===== src/rtl/adc_seq_pkg.sv =====
package adc_seq_pkg;

    typedef enum logic [1:0] {
        ST_IDLE,
        ST_SAMPLE,
        ST_STEP,
        ST_DONE
    } seq_state_e;

endpackage


===== src/rtl/adc_seq_fsm.sv =====
module adc_seq_fsm
    import adc_seq_pkg::*;
#(
    parameter int RES_W    = 10,
    parameter int NORM_CYC = 13,
    parameter int EXT_CYC  = 25,
    localparam int CNT_W   = $clog2(EXT_CYC + 1),
    localparam int BIT_W   = $clog2(RES_W)
) (
    input  logic             clk,
    input  logic             rst_n,
    input  logic             en,
    input  logic             start_bit,
    output seq_state_e       state,
    output logic [BIT_W-1:0] bit_idx,
    output logic             hold_now,
    output logic             finish
);
    localparam int NORM_HOLD = NORM_CYC - RES_W - 1;
    localparam int EXT_HOLD  = EXT_CYC - RES_W - 1;

    seq_state_e       state_n;
    logic [CNT_W-1:0] cnt, cnt_n;
    logic [BIT_W-1:0] bit_n;
    logic             ext_cur, ext_cur_n;
    logic             ext_pend, ext_pend_n;
    logic [CNT_W-1:0] hold_cyc;

    assign hold_cyc = ext_cur ? CNT_W'(EXT_HOLD) : CNT_W'(NORM_HOLD);
    assign hold_now = (state == ST_SAMPLE) && (cnt == hold_cyc);
    assign finish   = en && (state == ST_STEP) && (bit_idx == '0);

    always_comb begin
        state_n    = state;
        cnt_n      = cnt;
        bit_n      = bit_idx;
        ext_cur_n  = ext_cur;
        ext_pend_n = ext_pend;
        if (!en) begin
            state_n    = ST_IDLE;
            cnt_n      = '0;
            ext_pend_n = 1'b1;
        end else begin
            unique case (state)
                ST_IDLE: begin
                    if (start_bit) begin
                        state_n    = ST_SAMPLE;
                        cnt_n      = CNT_W'(1);
                        ext_cur_n  = ext_pend;
                        ext_pend_n = 1'b0;
                    end
                end
                ST_SAMPLE: begin
                    cnt_n = cnt + CNT_W'(1);
                    if (cnt == hold_cyc) begin
                        state_n = ST_STEP;
                        bit_n   = BIT_W'(RES_W - 1);
                    end
                end
                ST_STEP: begin
                    cnt_n = cnt + CNT_W'(1);
                    if (bit_idx == '0) state_n = ST_DONE;
                    else               bit_n   = bit_idx - BIT_W'(1);
                end
                ST_DONE: begin
                    if (start_bit) begin
                        state_n    = ST_SAMPLE;
                        cnt_n      = CNT_W'(1);
                        ext_cur_n  = ext_pend;
                        ext_pend_n = 1'b0;
                    end else begin
                        state_n = ST_IDLE;
                        cnt_n   = '0;
                    end
                end
                default: state_n = ST_IDLE;
            endcase
        end
    end

    always_ff @(posedge clk or negedge rst_n) begin
        if (!rst_n) begin
            state    <= ST_IDLE;
            cnt      <= '0;
            bit_idx  <= '0;
            ext_cur  <= 1'b0;
            ext_pend <= 1'b1;
        end else begin
            state    <= state_n;
            cnt      <= cnt_n;
            bit_idx  <= bit_n;
            ext_cur  <= ext_cur_n;
            ext_pend <= ext_pend_n;
        end
    end

endmodule


===== src/rtl/adc_sar_core.sv =====
module adc_sar_core #(
    parameter int RES_W  = 10,
    localparam int BIT_W = $clog2(RES_W)
) (
    input  logic             clk,
    input  logic             rst_n,
    input  logic             step_en,
    input  logic             finish,
    input  logic [BIT_W-1:0] bit_idx,
    input  logic             cmp_in,
    output logic [RES_W-1:0] trial,
    output logic [RES_W-1:0] result
);
    logic [RES_W-1:0] acc, acc_n, bit_mask;

    always_comb begin
        bit_mask = RES_W'(1) << bit_idx;
        acc_n    = (acc & ~bit_mask) | (cmp_in ? bit_mask : '0);
        trial    = step_en ? (acc | bit_mask) : '0;
    end

    always_ff @(posedge clk or negedge rst_n) begin
        if (!rst_n) begin
            acc    <= '0;
            result <= '0;
        end else begin
            if (step_en) acc <= acc_n;
            else         acc <= '0;
            if (finish)  result <= acc_n;
        end
    end

endmodule


===== src/rtl/adc_sel_buffer.sv =====
module adc_sel_buffer #(
    parameter int SEL_W = 6
) (
    input  logic             clk,
    input  logic             rst_n,
    input  logic             wr,
    input  logic [SEL_W-1:0] wdata,
    input  logic             unlock,
    output logic [SEL_W-1:0] applied
);
    logic [SEL_W-1:0] shadow;

    always_ff @(posedge clk or negedge rst_n) begin
        if (!rst_n) begin
            shadow  <= '0;
            applied <= '0;
        end else begin
            if (wr)     shadow  <= wdata;
            if (unlock) applied <= shadow;
        end
    end

endmodule


===== src/rtl/adc_conv_seq.sv =====
module adc_conv_seq
    import adc_seq_pkg::*;
#(
    parameter int RES_W    = 10,
    parameter int LO_W     = 8,
    parameter int SEL_W    = 6,
    parameter int NORM_CYC = 13,
    parameter int EXT_CYC  = 25
) (
    input  logic                  clk,
    input  logic                  rst_n,
    input  logic                  en,
    input  logic                  start_wr,
    input  logic                  free_run,
    input  logic                  sel_wr,
    input  logic [SEL_W-1:0]      sel_wdata,
    input  logic                  flag_clr,
    input  logic                  cmp_in,
    output logic [RES_W-1:0]      trial_code,
    output logic                  hold,
    output logic [SEL_W-1:0]      sel_applied,
    output logic                  busy,
    output logic                  done_flag,
    output logic [RES_W-LO_W-1:0] res_hi,
    output logic [LO_W-1:0]       res_lo
);
    localparam int BIT_W = $clog2(RES_W);

    seq_state_e       fsm_state;
    logic [BIT_W-1:0] bit_idx;
    logic             hold_now, finish, step_en, unlock;
    logic             start_bit, flag_q, hold_q;
    logic [RES_W-1:0] result;

    adc_seq_fsm #(.RES_W(RES_W), .NORM_CYC(NORM_CYC), .EXT_CYC(EXT_CYC)) u_fsm (
        .clk(clk), .rst_n(rst_n), .en(en), .start_bit(start_bit),
        .state(fsm_state), .bit_idx(bit_idx), .hold_now(hold_now), .finish(finish)
    );

    assign step_en = (fsm_state == ST_STEP);
    assign unlock  = (fsm_state == ST_IDLE) || (fsm_state == ST_DONE);

    adc_sar_core #(.RES_W(RES_W)) u_core (
        .clk(clk), .rst_n(rst_n), .step_en(step_en), .finish(finish),
        .bit_idx(bit_idx), .cmp_in(cmp_in), .trial(trial_code), .result(result)
    );

    adc_sel_buffer #(.SEL_W(SEL_W)) u_sel (
        .clk(clk), .rst_n(rst_n), .wr(sel_wr), .wdata(sel_wdata),
        .unlock(unlock), .applied(sel_applied)
    );

    always_ff @(posedge clk or negedge rst_n) begin
        if (!rst_n) begin
            start_bit <= 1'b0;
            flag_q    <= 1'b0;
        end else begin
            if (!en)                        start_bit <= 1'b0;
            else if (start_wr)              start_bit <= 1'b1;
            else if (finish && !free_run)   start_bit <= 1'b0;
            if (finish)        flag_q <= 1'b1;
            else if (flag_clr) flag_q <= 1'b0;
        end
    end

    always_ff @(negedge clk or negedge rst_n) begin
        if (!rst_n) hold_q <= 1'b0;
        else        hold_q <= hold_now;
    end

    assign hold      = hold_q;
    assign busy      = start_bit;
    assign done_flag = flag_q;
    assign res_hi    = result[RES_W-1:LO_W];
    assign res_lo    = result[LO_W-1:0];

endmodule


===== config.mk =====
export PLATFORM = sky130hd
export DESIGN_NAME = adc_conv_seq
export DESIGN_NICKNAME = d
export VERILOG_FILES = /design/src/rtl/adc_seq_pkg.sv /design/src/rtl/adc_seq_fsm.sv /design/src/rtl/adc_sar_core.sv /design/src/rtl/adc_sel_buffer.sv /design/src/rtl/adc_conv_seq.sv
export SDC_FILE = /design/constraint.sdc
export NUM_CORES = 1
export LEC_CHECK = 0
export ABC_AREA = 0
export BUFFER_PORTS_ARGS = -buffer_cell sky130_fd_sc_hd__buf_2
export CORE_MARGIN = 4
export CORE_UTILIZATION = 39
export DETAILED_ROUTE_END_ITERATION = 10
export GPL_TIMING_DRIVEN = 0
export REMOVE_ABC_BUFFERS = 1
export SETUP_SLACK_MARGIN = 0.15
export SYNTH_ARGS = -nofsm -noshare
export SYNTH_HDL_FRONTEND = slang
export SYNTH_SLANG_ARGS = --single-unit

===== constraint.sdc =====
create_clock -name clk -period 1.8 [get_ports clk]
set_clock_uncertainty 0.2 [all_clocks]
set_input_delay 0.36 -clock clk [delete_from_list [all_inputs] [get_ports clk]]
set_output_delay 0.36 -clock clk [all_outputs]
set_load 0.05 [all_outputs]

==> metrics.cfg, run 1 <==
[sta]
tightest_slew_ns = 0.618
relSlewSlack_pct = 58.8
setup_slack_ns = -0.524
rsz0062_at_grt = true
holdWs_ns = -0.132
hold_viol_final = 46
setup_viol = 36
maxSlewViolCount = 0

[global_routing]
grt_pass1_vias = 1996
grt_util_all_layers_pct = 16.5
grt_max_degree = 49
antenna_found_initial = 0
grt_pass1_wl_um = 9680
grt_overflow = 0

[power]
leakagePower_nw = 1.76
intPower_w = 0.00328
power.switching_w = 0.00202
ir_drop_v = 0.000841
p_clk_share_pct = 14.8
power.share.switching_pct = 38.1
pwr-share-comb_pct = 58.6
finalPower_w = 0.00530
seqPwrFrac_pct = 26.5
power_density_mw_per_mm2 = 1340

[floorplan]
io-pin-count = 43
fp.dieArea_mm2 = 0.00753
core.rowCount = 28
initial_utilization_pct = 40.6
die_h_um = 86.8
core-area_mm2 = 0.00596
die_w_um = 86.8

[yosys]
synth_seq_cells = 48
synthCells = 218
synth_ff_type = dfrtp_1
syn_area_per_cell_um2 = 11.1
synth-warning-count = 0
synth_seq_area_share_pct = 49.7
synth_edf_count = 0
async_reset_ff_share_pct = 100
synth.distinct_cells = 41
syn-cell-area_mm2 = 0.00242

[outcome]
violations = hold timing, setup timing
outcome = complete, but fails checks

[placed_design]
dp_slack_ns = -1.34
dp_hpwl_um = 3320
gp_congestion = 0.728
port_buffers = 42
place_area_mm2 = 0.00266

[setup_path]
path_cells = buf_6
critPathTopFamily = flip-flops
max_stage_delay_ns = 0.41
cp.required_ns = 1.24
path_buf_inv = 1
path_class = reg2out
slowest_stage = dfrtn_1
critPathLaunchType = flop
worstPathArrival_ns = 1.76
path_max_fanout = 1
crit_path_end_kind = primary output

[final_layout]
area_delta_synth_final_pct = 63.9
fin_area_mm2 = 0.00397
num_antenna_cells = 0
layout-drive-gt1-share_pct = 63.5
fin_nets = 351

[detailed_routing]
wl_per_cell_um = 18.1
vias_per_cell = 5.22
num_vias = 2092
antenna_left = 0
drc = 0
drt_iter0_drc = 60
firstDrtPassIters = 4
wl_um = 7260

[clock_network]
clk_latency_ns = 0.30
clock_sinks = 48
cts-root-buf = clkbuf_8
htreeDepth = 2
numCtsBuffers = 5
clockBufferDepth = 2
clk_transition_reported_paths_ns = 0.09
cts_tree = yes

[flow_run]
drv_cap = 0

[min_path]
hold_path_class = in2async

power groups by stage:
stage                     registers, W  clock network [W]  logic (W)
after floorplan                0.00167                  0   0.000883
after global placement         0.00142                  0    0.00146
after detailed placement       0.00143                  0    0.00148
after CTS                      0.00140           0.000809    0.00236
after global routing           0.00143           0.000859    0.00326
final                          0.00141           0.000785    0.00311
placed cells by master, fill, tap and decap left out, drive strengths merged, types with 6 or more instances in the layout:
cell / instances
mux2: 14
clkbuf: 6
o21ai: 14
mux2i: 11
dfrtp: 46
inv: 11
nand2: 21
o21a: 8
nor2b: 19
a21oi: 7
buf: 109
nor2: 6
ha: 12
flip-flops by register name, indices dropped and copies added (netlist names):
| signal | cells |
|---|---|
| hold | 1 |
| u_fsm.bit_idx | 4 |
| u_fsm.ext_pend | 1 |
| u_sel.applied | 6 |
| u_sel.shadow | 6 |
| busy | 1 |
| u_core.acc | 10 |
| u_fsm.cnt | 5 |
| u_core.result | 10 |
| u_fsm.state | 2 |
| done_flag | 1 |
| u_fsm.ext_cur | 1 |
per-stage QoR:
stage	instances	TNS [ns]	util [%]
after CTS	367	-6.10	56.5
after global placement	323	-25.49	44.6
after global routing	401	-9.82	66.6
after detailed placement	323	-25.27	44.6
after floorplan	206	-11.34	-
final	401	-7.18	66.6
logic make-up (layout without fill, tap and decap cells):
logic type | Yosys count | after routing | share of synthesized area [%]
AO/OA/AOI/OAI | 42 | 42 | 12.6
XOR/XNOR | 3 | 3 | 1.09
adder cells (fa/ha/maj) | 12 | 12 | 6.21
buffers and inverters | 23 | 129 | 4.50
flip-flops | 48 | 48 | 49.7
multiplexers | 25 | 25 | 11.1
AND/OR/NAND/NOR | 65 | 67 | 14.8
Yosys cell counts, types with 4 or more instances:
cell | instances | area, um^2
o21ai_1 | 10 | 50.1
nand2_1 | 21 | 78.8
nor3b_1 | 4 | 30.0
nor2b_1 | 19 | 119
a21oi_1 | 6 | 30.0
nor2_1 | 6 | 22.5
o21a_1 | 8 | 60.1
mux2_2 | 13 | 146
ha_1 | 12 | 150
inv_1 | 11 | 41.3
buf_2 | 6 | 30.0
clkbuf_1 | 4 | 15.0
mux2i_1 | 11 | 110
dfrtp_1 | 46 | 1150
a211o_1 | 4 | 35.0
layer usage:
metal	part of all wire (%)	global-route usage, %
met4	1.1	4.96
met2	54	28.8
met3	3.1	3.33
met1	42	20.7
met5	0	0
area by class of cell:
| class | instances | area, um^2 |
|---|---|---|
| fill | 434 | 1990 |
| tap | 75 | 93.8 |
| clock buffer | 5 | 68.8 |
| timing repair buffer | 110 | 936 |
| sequential | 48 | 1210 |
| clock inverter | 3 | 42.5 |
| multi-input combinational | 149 | 1570 |
| inverter | 11 | 46.3 |
worst paths after layout:
path | startpoint | end | slack (ns) | cells past startpoint
setup / recovery | hold$_DFF_NN0_ | hold | -0.52 | 1
hold / removal | rst_n | u_sel.applied[3]$_DFFE_PN0P_ | -0.13 | 1
setup reg to reg | u_fsm.state[0]$_DFFE_PN0P_ | u_fsm.bit_idx[0]$_DFFE_PN0P_ | -0.33 | 8
hold reg to reg | u_fsm.ext_pend$_DFFE_PN1P_ | u_fsm.ext_pend$_DFFE_PN1P_ | 0.29 | 2
max in group asynchronous | rst_n | hold$_DFF_NN0_ | 0.31 | 1
min in group clk | flag_clr | done_flag$_DFFE_PN0P_ | 0.03 | 2
timing repair:
action / in CTS / in global routing
gates resized for setup: 75 / 86
pin swaps: 20 / 27
setup buffers: 36 / 32
endpoints found under the setup margin: 55 / 53
hold endpoints to repair: 46 / 46
gates cloned: 0 / 2
No activity file was read; power rests on OpenSTA's default activity.
==> run 2: changes to the inputs <==
SLEW_MARGIN = 20   (was default)
clock period = 2.92 ns   (was 1.8 ns; I/O delays follow)
==> metrics.cfg, run 2 (synthesis results as in run 1) <==
[outcome]
outcome = complete, but fails checks
violations = setup timing

[clock_network]
clock_sinks = 48  ; unchanged
clk_latency_ns = 0.30  ; about the same
clk_transition_reported_paths_ns = 0.09  ; about the same
clockBufferDepth = 2  ; unchanged
htreeDepth = 2  ; unchanged
cts-root-buf = clkbuf_8
numCtsBuffers = 5  ; unchanged
hold_buffers = 0
cts_tree = yes

[power]
ir_drop_v = 0.000395  ; -53%
leakagePower_nw = 1.33  ; -25%
seqPwrFrac_pct = 37.6  ; +11 points
power_density_mw_per_mm2 = 799  ; -40%
power.switching_w = 0.000916  ; -55%
pwr-share-comb_pct = 41.6  ; -17 points
p_clk_share_pct = 20.9  ; +6.1 points
power.share.switching_pct = 39.5  ; +1.4 points
intPower_w = 0.00140  ; -57%

[detailed_routing]
vias_per_cell = 4.98  ; -4.6%
wl_um = 4860  ; -33%
drt_iter0_drc = 44  ; -27%
firstDrtPassIters = 4  ; unchanged
antenna_left = 0  ; unchanged
wl_per_cell_um = 14.5  ; -20%
num_vias = 1673  ; -20%
drc = 0  ; unchanged

[setup_path]
critPathTopFamily = flip-flops
slowest_stage = dfrtn_1
path_buf_inv = 1  ; unchanged
path_cells = buf_6
max_stage_delay_ns = 0.40  ; about the same
worstPathArrival_ns = 2.32  ; +0.56 ns
critPathLaunchType = flop
path_class = reg2out
crit_path_end_kind = primary output
path_max_fanout = 1  ; unchanged
cp.required_ns = 2.14  ; +0.90 ns

[global_routing]
grt_pass1_wl_um = 8270  ; -15%
grt_max_degree = 29  ; -41%
grt_util_all_layers_pct = 13.9  ; -2.6 points
antenna_found_initial = 0  ; unchanged
grt_pass1_vias = 1706  ; -15%
grt_overflow = 0  ; unchanged

[floorplan]
initial_utilization_pct = 40.6  ; unchanged
die_w_um = 86.8  ; unchanged
fp.dieArea_mm2 = 0.00753  ; unchanged
core-area_mm2 = 0.00596  ; unchanged
core.rowCount = 28  ; unchanged
die_h_um = 86.8  ; unchanged
io-pin-count = 43  ; unchanged

[final_layout]
layout-drive-gt1-share_pct = 31.8  ; -32 points
area_delta_synth_final_pct = 19.9
fin_nets = 286  ; -19%
final_cell_mix = dfrtp_1 (45), buf_2 (40), nand2_1 (21), nor2b_1 (18), mux2_2 (13)
num_antenna_cells = 0  ; unchanged
final_common_cell = dfrtp_1
reg_top3 = u_core.acc x10, u_core.result x10
post-route-util_pct = 48.7  ; -18 points

[sta]
rsz0062_at_grt = true
hold_viol_final = 0  ; -100%
setup_slack_ns = -0.183  ; +0.340 ns
maxSlewViolCount = 0  ; unchanged
holdWs_ns = 0.00752  ; +0.139 ns
setup_viol = 1  ; -97%
relSlewSlack_pct = 67.2  ; +8.4 points
tightest_slew_ns = 0.492  ; -0.125 ns
setup_tns_ns = -0.183  ; +7.00 ns

[min_path]
hold_path_class = in2async

[flow_run]
drv_cap = 0  ; unchanged

[placed_design]
gp_congestion = 0.728  ; unchanged
dp_hpwl_um = 3500  ; +5.5%
dp_slack_ns = -0.234  ; +1.10 ns
port_buffers = 42  ; unchanged

-- run 2: what timing repair did --
action / 4_1_cts / 5_1_grt
resized for setup: 7 / 6
setup buffers: 2 / 1
setup endpoints to repair: 24 / 10
-- run 2: cell type report --
class | count | area [um^2]
Sequential cell | 48 | 1200
Clock buffer | 5 | 68.8
Timing Repair Buffer | 47 | 297
Clock inverter | 3 | 42.5
Multi-Input combinational cell | 147 | 1150
Inverter | 11 | 41.3
Fill cell | 578 | 3060
Tap cell | 75 | 93.8
-- run 2: worst paths after layout --
check	from	to	slack (ns)	cells after the start
setup reg to reg	u_fsm.cnt[0]$_DFFE_PN0P_	hold$_DFF_NN0_	0.23	5
min in group clk	flag_clr	done_flag$_DFFE_PN0P_	0.26	2
hold / removal	rst_n	u_sel.applied[5]$_DFFE_PN0P_	0.008	1
setup / recovery	hold$_DFF_NN0_	hold	-0.18	1
hold reg to reg	u_core.result[8]$_DFFE_PN0P_	u_core.result[8]$_DFFE_PN0P_	0.28	2
max in group asynchronous	rst_n	hold$_DFF_NN0_	0.82	1
-- run 2: power groups by stage --
stage	combinational, W	clock (W)	sequential [W]
after global placement	0.000900	0	0.000874
after CTS	0.000948	0.000501	0.000865
after detailed placement	0.000923	0	0.000879
after global routing	0.00104	0.000532	0.000888
final	0.000962	0.000484	0.000870
after floorplan	0.000544	0	0.00103
-- run 2: stage by stage --
step / cell area [um^2] / std cells / total power [W]
2_1_floorplan: 2350 / 206 / 0.00157
3_3_place_gp: 2660 / 323 / 0.00177
3_5_place_dp: 2710 / 325 / 0.00180
4_1_cts: 2870 / 335 / 0.00231
5_1_grt: 2900 / 336 / 0.00246
6_report: 2900 / 336 / 0.00232
-- run 2: layer usage --
metal	wire length, um	GRT usage, %	up-vias	part of all wire (%)
li1	-	-	826	-
met1	2280	18.5	820	47
met2	2380	22.5	22	49
met3	133	3.04	5	2.7
met4	66	4.82	0	1.4
met5	0	0	-	0
==> run 3: changes to the inputs <==
BUFFER_PORTS_ARGS = default   (was -buffer_cell sky130_fd_sc_hd__buf_2)
DONT_BUFFER_PORTS = 1   (was default)
==> metrics.cfg, run 3 (synthesis results as in run 1) <==
[setup_path]
r2r-start = u_fsm.state[1]$_DFFE_PN0P_
path_class = reg2out
worstPathArrival_ns = 2.44  ; +0.12 ns
crit_path_end_kind = primary output
r2r_cells = 4  ; -1
r2r_end = hold$_DFF_NN0_
path_max_fanout = 1  ; unchanged
rrSetupSlack_ns = 0.16  ; -0.07 ns
critPathLaunchType = flop
cp.required_ns = 2.14  ; about the same

[final_layout]
regArea_mm2 = 0.00120  ; -0.10%
post-route-util_pct = 45.1  ; -3.6 points
final_common_cell = dfrtp_1
fillers = 593  ; +2.6%
fin_area_mm2 = 0.00269  ; -7.4%
reg_top3 = u_core.acc x10, u_core.result x10
area_delta_synth_final_pct = 11.0
layout-drive-gt1-share_pct = 20.3  ; -12 points
fin_nets = 242  ; -15%
multi_input_area_mm2 = 0.00118  ; +2.1%
final_cell_mix = dfrtp_1 (46), nand2_1 (21), nor2b_1 (14), mux2_2 (13)
num_antenna_cells = 0  ; unchanged

[sta]
setup_tns_ns = -0.302  ; -0.119 ns
rsz0062_at_grt = true
tightest_slew_ns = 0.649  ; +0.156 ns
hold_viol_final = 0  ; unchanged
maxSlewViolCount = 0  ; unchanged
holdWs_ns = 0.122  ; +0.115 ns
setup_slack_ns = -0.302  ; -0.119 ns
relSlewSlack_pct = 56.8  ; -10 points
setup_viol = 1  ; unchanged

[global_routing]
grt_pass1_vias = 1564  ; -8.3%
grt_max_degree = 48  ; +66%
grt_overflow = 0  ; unchanged
antenna_found_initial = 0  ; unchanged
grt_pass1_wl_um = 7900  ; -4.4%
grt_util_all_layers_pct = 13.6  ; -0.28 points

[placed_design]
gp_congestion = 0.754  ; +3.5%
place_area_mm2 = 0.00244  ; -9.8%
dp_slack_ns = -0.254  ; -0.0201 ns
dp_hpwl_um = 3120  ; -11%
port_buffers = 0  ; -100%

[flow_run]
drv_cap = 0  ; unchanged

[clock_network]
clk_latency_ns = 0.30  ; about the same
cts-root-buf = clkbuf_8
htreeDepth = 2  ; unchanged
numCtsBuffers = 5  ; unchanged
clockBufferDepth = 2  ; unchanged
clock_sinks = 48  ; unchanged
cts_tree = yes
clk_transition_reported_paths_ns = 0.09  ; about the same

[min_path]
hold_depth = 1
whs_endpoint = u_fsm.ext_pend$_DFFE_PN1P_
hp-start = en
hold_path_class = in2reg

[floorplan]
core.rowCount = 28  ; unchanged
die_h_um = 86.8  ; unchanged
core-area_mm2 = 0.00596  ; unchanged
fp.dieArea_mm2 = 0.00753  ; unchanged
initial_utilization_pct = 40.6  ; unchanged
die_w_um = 86.8  ; unchanged
io-pin-count = 43  ; unchanged

[detailed_routing]
vias_per_cell = 5.17  ; +3.8%
antenna_left = 0  ; unchanged
num_vias = 1509  ; -9.8%
wl_um = 4720  ; -2.9%
drt_iter0_drc = 58  ; +32%
drc = 0  ; unchanged
wl_per_cell_um = 16.2  ; +12%
firstDrtPassIters = 4  ; unchanged

[outcome]
outcome = complete, but fails checks
violations = setup timing

[power]
leakagePower_nw = 1.13  ; -15%
ir_drop_v = 0.000323  ; -18%
power_density_mw_per_mm2 = 845  ; +5.8%

run 3: final cells by class:
| cell class | instances | area share [%] |
|---|---|---|
| Tap cell | 75 | 3.49 |
| Inverter | 11 | 1.54 |
| Clock inverter | 1 | 1.12 |
| Timing Repair Buffer | 3 | 1.68 |
| Clock buffer | 7 | 3.59 |
| Sequential cell | 48 | 44.8 |
| Multi-Input combinational cell | 147 | 43.8 |
run 3: metal layers:
layer  wire [um]  track usage [%]
met1        2100             17.4
met2        2310             22.0
met3         249             4.18
met4          62             4.67
met5           0                0
run 3: per-stage QoR:
stage / instances / total power [W]
after floorplan: 206 / 0.00157
after global placement: 281 / 0.00169
after detailed placement: 281 / 0.00170
after CTS: 292 / 0.00230
after global routing: 292 / 0.00242
final: 292 / 0.00227
run 3: how the worst max path moves through the flow:
stage                                           from  slack, ns                to  cells after the start
after floorplan                       hold$_DFF_NN0_       0.02              hold                      0
after global placement    u_fsm.state[0]$_DFFE_PN0P_      -0.23  busy$_DFFE_PN0P_                      5
after detailed placement  u_fsm.state[0]$_DFFE_PN0P_      -0.25  busy$_DFFE_PN0P_                      5
after CTS                             hold$_DFF_NN0_      -0.32              hold                      0
after global routing                  hold$_DFF_NN0_      -0.33              hold                      0
final                                 hold$_DFF_NN0_      -0.30              hold                      0
run 3: report_power, final:
part / leakage (nW) / switching, W / internal [W]
registers: 0.622 / 0.000280 / 0.000768
clock network: 0.0645 / 0.000221 / 0.000302
logic: 0.439 / 0.000370 / 0.000327
run 3: worst reg2reg max path: stages (launching register included):
cell and delay, ns:
dfrtp_1 0.45, inv_1 0.12, ha_1 0.27, inv_1 0.08, nor2_1 0.04
run 3: repair_timing:
item                                   in CTS  in global routing
hold buffers                                2                  0
pin swaps                                   0                  1
endpoints found under the hold margin      47                  0
setup buffers                               1                  0
setup endpoints to repair                  24                  3
gates resized for setup                    18                  1
